### config.mk
export PLATFORM = sky130hd
export DESIGN_NAME = avf_capture_unit
export DESIGN_NICKNAME = d
export VERILOG_FILES = /design/src/rtl/avf_pkg.sv /design/src/rtl/avf_ctrl.sv /design/src/rtl/avf_group_dp.sv /design/src/rtl/avf_capture_unit.sv
export SDC_FILE = /design/constraint.sdc
export NUM_CORES = 1
export LEC_CHECK = 0
export BUFFER_PORTS_ARGS = -buffer_cell sky130_fd_sc_hd__buf_2
export CORE_ASPECT_RATIO = 0.9
export CORE_MARGIN = 2
export CORE_UTILIZATION = 49
export DETAILED_ROUTE_END_ITERATION = 6
export PLACE_DENSITY = 0.84
export SLEW_MARGIN = 0
export SYNTH_ARGS = -nofsm -noshare
export SYNTH_HDL_FRONTEND = slang
export SYNTH_SLANG_ARGS = --single-unit
### constraint.sdc
create_clock -name clk -period 2.6 [get_ports clk]
set_clock_uncertainty 0.15 [all_clocks]
set_input_delay 0.52 -clock clk [delete_from_list [all_inputs] [get_ports clk]]
set_output_delay 0.52 -clock clk [all_outputs]
set_load 0.02 [all_outputs]
### src/rtl/avf_pkg.sv
package avf_pkg;
  localparam int ADDR_W   = 32;
  localparam int REG_W    = 32;
  localparam int BUS_AW   = 7;
  localparam int IDX_W    = BUS_AW - 1;
  localparam int POS_W    = 5;
  localparam int NM_NCAP  = 10;
  localparam int M_NCAP   = 5;

  // source bits present in each group's flag register
  localparam logic [REG_W-1:0] NM_VALID = 32'h0000_1C7F;
  localparam logic [REG_W-1:0] M_VALID  = 32'h0000_000F;

  // flag bit position per capture lane, lane 0 in the low field
  localparam logic [NM_NCAP*POS_W-1:0] NM_CAP_BIT =
    {5'd12, 5'd11, 5'd10, 5'd6, 5'd5, 5'd4, 5'd3, 5'd2, 5'd1, 5'd0};
  localparam logic [M_NCAP*POS_W-1:0] M_CAP_BIT =
    {5'd3, 5'd3, 5'd2, 5'd1, 5'd0};

  // register indices (word address / 2)
  localparam logic [IDX_W-1:0] NM_FLAG = 6'h00;
  localparam logic [IDX_W-1:0] NM_SET  = 6'h01;
  localparam logic [IDX_W-1:0] NM_CLR  = 6'h02;
  localparam logic [IDX_W-1:0] NM_EN   = 6'h03;
  localparam logic [IDX_W-1:0] M_FLAG  = 6'h10;
  localparam logic [IDX_W-1:0] M_SET   = 6'h11;
  localparam logic [IDX_W-1:0] M_CLR   = 6'h12;
  localparam logic [IDX_W-1:0] M_EN    = 6'h13;

  typedef struct packed {
    logic [REG_W-1:0] setMask;
    logic [REG_W-1:0] clrMask;
    logic             enWr;
    logic [REG_W-1:0] enData;
  } grpStb_t;

  function automatic logic [IDX_W-1:0] nmCapIdx(input int lane);
    logic [IDX_W-1:0] r;
    if (lane < 7)       r = IDX_W'(4 + lane);
    else if (lane == 7) r = 6'h0E;
    else if (lane == 8) r = 6'h1E;
    else                r = 6'h1F;
    return r;
  endfunction

  function automatic logic [IDX_W-1:0] mCapIdx(input int lane);
    return IDX_W'(20 + lane);
  endfunction
endpackage

### src/rtl/avf_ctrl.sv
module avf_ctrl
  import avf_pkg::*;
(
  input  logic [BUS_AW-1:0]         busAddr,
  input  logic                      busWr,
  input  logic [REG_W-1:0]          busWdata,
  input  logic                      busUnlock,
  input  logic [REG_W-1:0]          nmFlags,
  input  logic [REG_W-1:0]          nmEn,
  input  logic [NM_NCAP*ADDR_W-1:0] nmCaps,
  input  logic [REG_W-1:0]          mFlags,
  input  logic [REG_W-1:0]          mEn,
  input  logic [M_NCAP*ADDR_W-1:0]  mCaps,
  output grpStb_t                   nmStb,
  output grpStb_t                   mStb,
  output logic [REG_W-1:0]          busRdata
);
  logic [IDX_W-1:0] regIdx;
  logic             evenAddr;
  logic             wrOk;

  assign regIdx   = busAddr[BUS_AW-1:1];
  assign evenAddr = ~busAddr[0];
  assign wrOk     = busWr & busUnlock & evenAddr;

  always_comb begin
    nmStb.setMask = (wrOk && regIdx == NM_SET) ? busWdata : '0;
    nmStb.clrMask = (wrOk && regIdx == NM_CLR) ? busWdata : '0;
    nmStb.enWr    = wrOk && regIdx == NM_EN;
    nmStb.enData  = busWdata;
    mStb.setMask  = (wrOk && regIdx == M_SET) ? busWdata : '0;
    mStb.clrMask  = (wrOk && regIdx == M_CLR) ? busWdata : '0;
    mStb.enWr     = wrOk && regIdx == M_EN;
    mStb.enData   = busWdata;
  end

  always_comb begin
    busRdata = '0;
    if (evenAddr) begin
      case (regIdx)
        NM_FLAG: busRdata = nmFlags;
        NM_EN:   busRdata = nmEn;
        M_FLAG:  busRdata = mFlags;
        M_EN:    busRdata = mEn;
        default: busRdata = '0;
      endcase
      for (int i = 0; i < NM_NCAP; i++)
        if (regIdx == nmCapIdx(i)) busRdata = nmCaps[i*ADDR_W +: ADDR_W];
      for (int i = 0; i < M_NCAP; i++)
        if (regIdx == mCapIdx(i)) busRdata = mCaps[i*ADDR_W +: ADDR_W];
    end
  end
endmodule

### src/rtl/avf_group_dp.sv
module avf_group_dp
  import avf_pkg::*;
#(
  parameter int                      NCAP    = 4,
  parameter logic [REG_W-1:0]        VALID   = 32'h0000_000F,
  parameter logic [NCAP*POS_W-1:0]   CAP_BIT = '0
) (
  input  logic                    clk,
  input  logic                    rstN,
  input  grpStb_t                 stb,
  input  logic [NCAP-1:0]         viol,
  input  logic [NCAP*ADDR_W-1:0]  violAddr,
  output logic [REG_W-1:0]        flags,
  output logic [REG_W-1:0]        en,
  output logic [NCAP*ADDR_W-1:0]  caps,
  output logic                    irq
);
  logic [REG_W-1:0] flagQ, enQ, hwSet, flagNext;

  always_comb begin
    hwSet = '0;
    for (int c = 0; c < NCAP; c++)
      if (viol[c]) hwSet[CAP_BIT[c*POS_W +: POS_W]] = 1'b1;
  end

  // hardware set is applied after the clear so it wins a collision
  assign flagNext = ((flagQ & ~stb.clrMask) | stb.setMask | hwSet) & VALID;

  always_ff @(posedge clk or negedge rstN) begin
    if (!rstN) begin
      flagQ <= '0;
      enQ   <= '0;
    end else begin
      flagQ <= flagNext;
      if (stb.enWr) enQ <= stb.enData & VALID;
    end
  end

  for (genvar c = 0; c < NCAP; c++) begin : g_cap
    localparam int POS = int'(CAP_BIT[c*POS_W +: POS_W]);
    logic [ADDR_W-1:0] capQ;
    always_ff @(posedge clk or negedge rstN) begin
      if (!rstN)                     capQ <= '0;
      else if (viol[c] && !flagQ[POS]) capQ <= violAddr[c*ADDR_W +: ADDR_W];
    end
    assign caps[c*ADDR_W +: ADDR_W] = capQ;
  end

  assign flags = flagQ;
  assign en    = enQ;
  assign irq   = |(flagQ & enQ);
endmodule

### src/rtl/avf_capture_unit.sv
module avf_capture_unit
  import avf_pkg::*;
(
  input  logic                      clk,
  input  logic                      rstN,
  input  logic [BUS_AW-1:0]         busAddr,
  input  logic                      busWr,
  input  logic [REG_W-1:0]          busWdata,
  input  logic                      busUnlock,
  output logic [REG_W-1:0]          busRdata,
  input  logic [NM_NCAP-1:0]        nmViol,
  input  logic [NM_NCAP*ADDR_W-1:0] nmViolAddr,
  input  logic [M_NCAP-1:0]         mViol,
  input  logic [M_NCAP*ADDR_W-1:0]  mViolAddr,
  output logic                      nmIrq,
  output logic                      mIrq
);
  grpStb_t                   nmStb, mStb;
  logic [REG_W-1:0]          nmFlags, nmEn, mFlags, mEn;
  logic [NM_NCAP*ADDR_W-1:0] nmCaps;
  logic [M_NCAP*ADDR_W-1:0]  mCaps;

  avf_ctrl u_ctrl (
    .busAddr(busAddr), .busWr(busWr), .busWdata(busWdata), .busUnlock(busUnlock),
    .nmFlags(nmFlags), .nmEn(nmEn), .nmCaps(nmCaps),
    .mFlags(mFlags), .mEn(mEn), .mCaps(mCaps),
    .nmStb(nmStb), .mStb(mStb), .busRdata(busRdata)
  );

  avf_group_dp #(.NCAP(NM_NCAP), .VALID(NM_VALID), .CAP_BIT(NM_CAP_BIT)) u_nm (
    .clk(clk), .rstN(rstN), .stb(nmStb), .viol(nmViol), .violAddr(nmViolAddr),
    .flags(nmFlags), .en(nmEn), .caps(nmCaps), .irq(nmIrq)
  );

  avf_group_dp #(.NCAP(M_NCAP), .VALID(M_VALID), .CAP_BIT(M_CAP_BIT)) u_m (
    .clk(clk), .rstN(rstN), .stb(mStb), .viol(mViol), .violAddr(mViolAddr),
    .flags(mFlags), .en(mEn), .caps(mCaps), .irq(mIrq)
  );
endmodule

== Yosys cells after proc, flatten, opt, wreduce, memory -nomap -nowiden ==
Cells that the tools add are included.
Storage, ports and cells
  register bits: 508
  input port bits: 538
  output and inout bits: 34
  word-level logic and storage cells: 138
Operators by class
  eq/ne operators: 22
  mux-type cells: 46
  bitwise logic cells: 13
  reductions and logical operators: 38
Operator list (number)
  two-way mux 32 bit: 16
  OR reduction 32 bit: 2
  == test 6 bit: 10
  two-way mux 6 bit: 10
  == test 6 x 5 -> 1 bit, second input constant: 9
  case mux 13 bit (4 select lines): 1
  AND 13 bit: 2
  two-way mux 13 bit: 2
  bitwise OR 13 bit: 2
  logical AND 1 bit: 21
  two-way mux 1 bit: 15
  logical NOT 1 bit: 14
  inverter 13 bit: 1
  == test 6 x 2 -> 1 bit, second input constant: 2
  AND 4 bit: 2
  two-way mux 4 bit: 2
  bitwise OR 4 bit: 2
  == test 6 x 1 -> 1 bit, second input constant: 1
  logical NOT 6 bit: 1
  inverter 4 bit: 1
  AND 1 bit: 2
  inverter 1 bit: 1

== Longest topological paths before layout ==
  depth after elaboration: 18
  mapped depth: 10
  gate-level depth less buffers: 6

== Hierarchy ==
Synthesis repeated with hierarchy kept, for this count alone.
Unflattened totals
  cell total of the unflattened synthesis: 2203
  area total of the unflattened synthesis: 27286.2 sq um
Modules (own cells, without submodules)
  avf_group_dp (u_nm): instances 1, cells each 802, area an instance 13852.0 sq um, sequential area each 8508.2 sq um
  avf_group_dp (u_m): instances 1, cells each 429, area an instance 7259.5 sq um, sequential area each 4204.0 sq um
  avf_ctrl: instances 1, cells each 972, area an instance 6174.7 sq um, sequential area each 0.0 sq um

== Least setup slack after synthesis ==
No wires, ideal clock.
  path type: input -> output
  start point: in busAddr[4]
  end point: out busRdata[0]
  data arrival time: 2.458 ns
  data required time: 1.930 ns
  slack: -0.528 ns
  stages: 7
  buffers on the path: 2
  path through: buf_2 -> or4b_4 -> buf_4 -> a211o_1 -> a31oi_1 -> o221ai_1 -> a311oi_1
On the way
  cells in the longest elaborated chain, start to end: 18
  elaborated cells on any way between the ends: 36
  those cells by class: eq/ne: 18; mux: 17; reduce/logical: 1
RTL lines
  start: declaration: line avf_capture_unit.sv:6  | input logic [BUS_AW-1:0] busAddr,
  == test 6 x 5 -> 1 bit, or another cell as far along: line avf_ctrl.sv:40  | case (regIdx)
  case mux 13 bit (4 select lines): line avf_ctrl.sv:40
  two-way mux 32 bit (10 in series): line avf_ctrl.sv:48  | if (regIdx == nmCapIdx(i)) busRdata = nmCaps[i*ADDR_W +: ADDR_W];
  two-way mux 32 bit (4 in series): line avf_ctrl.sv:50  | if (regIdx == mCapIdx(i)) busRdata = mCaps[i*ADDR_W +: ADDR_W];
  two-way mux 32 bit (*): line avf_ctrl.sv:50
  two-way mux 32 bit (*): line avf_ctrl.sv:39  | if (evenAddr) begin
  end: declaration: line avf_capture_unit.sv:10  | output logic [REG_W-1:0] busRdata,
Mark *: on every way between the ends. The rest lies on a longest branch, timed or not.

== Final worst setup path ==
  start point: in busAddr[5]
  end point: out busRdata[15]
On the way
  cells in the longest elaborated chain, start to end: 17
  elaborated cells on any way between the ends: 31
  those cells by class: eq/ne: 15; mux: 16
RTL lines (line)
  == test 6 bit: avf_ctrl.sv:48
  two-way mux 32 bit (10 in series): avf_ctrl.sv:48
  two-way mux 32 bit (4 in series): avf_ctrl.sv:50
  two-way mux 32 bit (*): avf_ctrl.sv:50
  two-way mux 32 bit (*): avf_ctrl.sv:39
Marked as above.

==> metrics.md <==
| Metric | Value |
|---|---|
| Netlist cell types | 67 |
| Post-Route WL | 108000 um |
| Pleak | 16.3 nW |
| Final critical-path required period | 3.34 ns |
| Synth async-reset ratio | 100% |
| Syn_nets | 2292 |
| Max-capacitance violation count | 0 |
| Clock buffer depth | 3 |
| Nets@finish | 3430 |
| Reg2reg start | u_nm.flags[6] |
| Critical path, cell by cell | buf_12 -> or4b_4 -> buf_6 -> nor2_4 -> a222oi_1 -> a211oi_2 -> o22ai_2 -> a211oi_2 -> buf_4 |
| R2R setup slack | 0.68 ns |
| Layout Utilization | 77.8% |
| Yosys warns | 0 |
| Post-Place Worst Slack | -0.948 ns |
| Detailed placement HPWL | 68700 um |
| Filler cells | 2591 |
| Top-area cell type share of the netlist area | 55.0% |
| RSZ-0062 raised after global routing | yes |
| All-Layer GR Usage | 42.7% |
| Seq/Total Area, Yosys | 55.0% |
| EDFF count, synth | 0 |
| DIE AREA | 49000 um^2 |
| Aggregate global routing overflow | 0 |
| Critical Path Stages | 9 |
| Ys flop type | dfrtp_1 |
| Wirelength per Cell | 30.3 um |
| Initial DRC count | 2686 |
| Initial antenna violation count | 10 |
| Leading area contributor after synthesis | dfrtp_1 |
| Relative slew slack | 47.2% |
| Fraction of layout cells with a size suffix above 1 | 57.4% |
| Crit path arrival time | 2.67 ns |
| Initial core utilization | 49.6% |
| Post-route worst setup slack | -0.737 ns |
| Global-route wire length before repair | 153000 um |
| Crit path buffers/inverters | 3 |
| Synth top cells by count | dfrtp_1, mux2_2, nand2_1 |
| Yosys reg bits | 508 |
| Layout area overhead | 56.8% |
| Hold depth | 2 |
| Clock Tree Root | clkbuf_16 |
| Die Span X | 233 um |
| Worst Hold Class | in2reg |
| Critical Path Source | busAddr[5] |
| Worst Setup End Kind | output port |
| # H-tree levels | 2 |
| Core area | 46600 um^2 |
| Setup-failing EPs final | 33 |
| Row cnt | 75 |
| TritonCTS clock tree | yes |
| Failing checks | setup timing |
| GPL Wtd Cong | 1.00 |
| Worst endpoint required time | 1.93 ns |
| Clk pin slew, worst setup/hold paths | 0.06 ns |
| DR pass1 iterations | 6 |
| Die H | 210 um |
| Cell depth of the worst flop-to-flop path | 3 |
| Vias in the first global route | 23800 |
| Syn Inst Count | 1754 |
| Outcome | finished with violations |
| Post-route non-filler standard cell count | 3561 |
| Pin count of the biggest net entering global routing | 74 |
| CP peak stage delay | 0.60 ns |
| Largest fanout on the critical path | 5 |
| Syn_area_per_cell | 13.2 um^2 |
| Critical-path top delay cell | or4b_4 |
| Critical Path Start Type | input pin |
| Placed cell count | 3045 |
| Pin slew with the least headroom to its limit | 0.792 ns |
| Max Clk Rate | 0.300 GHz |
| Worst-Skew Late Latency | 0.62 ns |
| PD cells | 568 nW/um^2 |
| Worst Setup EP | busRdata[15] |
| Number of vias per cell | 6.30 |
| # IOs | 572 |
| DRT antenna net count | 0 |
| Most used cell, CP | a211oi_2 |
| Final Hold Vio Count | 0 |
| Clock Sinks | 508 |
| Drc violations | 0 |
| Number of buffers added on ports | 549 |
| Post-Syn Area | 23100 um^2 |
| Final period util | 128% |
| Largest cells by area after synthesis | dfrtp_1, mux2_2, a22oi_1 |
| WS Path Type | in2out |
| Reg2reg end | u_nm.g_cap[6].capQ[22] |
| Vias | 22500 |
| IR drop worst, VDD | 0.000677 V |
| CTS Buf Count | 52 |
| Most numerous cell in the Yosys netlist | dfrtp_1 |
| Max-slew violations | 0 |
| Delay-heaviest family, CP | compound AO/OA/AOI/OAI gates |
==> through the flow <==
| stage | hold WS, ns | cell area [um^2] | setup TNS (ns) | power (W) |
|---|---|---|---|---|
| floorplan | 0.0744 | 23400 | -4.98 | 0.0104 |
| global placement | 0.335 | 28900 | -21.40 | 0.0117 |
| detailed placement | 0.341 | 28900 | -22.55 | 0.0119 |
| CTS | 0.000122 | 35300 | -16.93 | 0.0201 |
| global route | 0.00707 | 36300 | -19.25 | 0.0211 |
| finish | 0.0112 | 36300 | -18.20 | 0.0206 |
==> sequential cells by signal, summed over array words and instances, names as in the netlist <==
signal / count
u_nm.g_cap.capQ: 320
u_m.g_cap.capQ: 160
u_nm.en: 10
u_nm.flags: 10
u_m.en: 4
u_m.flags: 4
==> layer usage <==
| layer | track usage (%) | part of all wire [%] |
|---|---|---|
| met1 | 52.9 | 35 |
| met2 | 68.2 | 47 |
| met3 | 11.7 | 11 |
| met4 | 23.1 | 6.6 |
| met5 | 0 | 0.025 |
==> kinds of logic (layout without fill, tap and decap cells) <==
kind of cell / after synthesis / in the layout / synth area share [%]
other: 0 / 13 / 0
muxes: 545 / 545 / 27.2
buffers and inverters: 137 / 1314 / 2.54
AOI/OAI and AO/OA: 342 / 342 / 10.3
DFF: 508 / 508 / 55.0
and+or+nand+nor: 222 / 223 / 5.00
==> power breakdown <==
| part | switching [W] | total (W) | internal, W | leakage [nW] |
|---|---|---|---|---|
| registers | 0.000697 | 0.00946 | 0.00876 | 6.28 |
| logic | 0.00143 | 0.00326 | 0.00183 | 9.14 |
| clock network | 0.00339 | 0.00789 | 0.00450 | 0.857 |
| total | 0.00552 | 0.0206 | 0.0151 | 16.3 |
==> final cells by class <==
cell class / instances / area, um^2 / share of cell area [%]
antenna: 13 / 32.5 / 0.0897
timing repair buffer: 1217 / 9680 / 26.7
sequential: 508 / 12700 / 35.1
multi-input combinational: 1110 / 11300 / 31.2
tap: 616 / 771 / 2.13
inverter: 3 / 15.0 / 0.0414
clock inverter: 22 / 254 / 0.700
clock buffer: 72 / 1490 / 4.10
==> worst min path at each step <==
stage                                start                endpoint  slack, ns
floorplan                             rstN               u_m.en[0]       0.07
global placement    u_nm.g_cap[2].capQ[25]  u_nm.g_cap[2].capQ[25]       0.33
detailed placement  u_nm.g_cap[2].capQ[26]  u_nm.g_cap[2].capQ[26]       0.34
CTS                         nmViolAddr[64]   u_nm.g_cap[2].capQ[0]     0.0001
global route                 mViolAddr[33]    u_m.g_cap[1].capQ[1]      0.007
finish                       mViolAddr[51]   u_m.g_cap[1].capQ[19]       0.01
==> worst register-to-register path: stages (launching register included) <==
cell and delay (ns):
dfrtp_1 0.49, nor2b_4 0.48, buf_12 0.29, mux2_2 0.41
==> cell usage in the layout, fill, tap and decap left out, types with 11 or more instances in the layout <==
cell type      netlist  layout
a21oi_1             69      47
a21oi_2              0      19
a221o_1             17      17
a221oi_4             0      11
a222oi_1            15      15
a22oi_1             69      50
a22oi_2              0      19
buf_12               0      43
buf_2               32     509
buf_4                7     230
buf_6                1      87
clkbuf_16            0      54
clkinv_2             0      11
dfrtp_1            508     506
diode_2              0      13
dlygate4sd3_1        0     336
mux2_2             494     494
mux2i_1             34      31
mux4_2              17      17
nand2_1             73      57
nand2_2              0      15
nand3_1             16      11
nor2_1              43      31
nor2_4               2      17
nor2b_4              0      16
o21ai_0             44      34
o21bai_1            13      13
o22ai_1             19      11
==> repair_timing <==
item,CTS,global route
gates resized for setup,222,143
cloned,4,2
pin swaps,67,94
endpoints found under the setup margin,33,33
setup buffers,47,44
hold endpoints to repair,387,0
hold buffers,336,0
No activity file was read; power rests on OpenSTA's default activity.
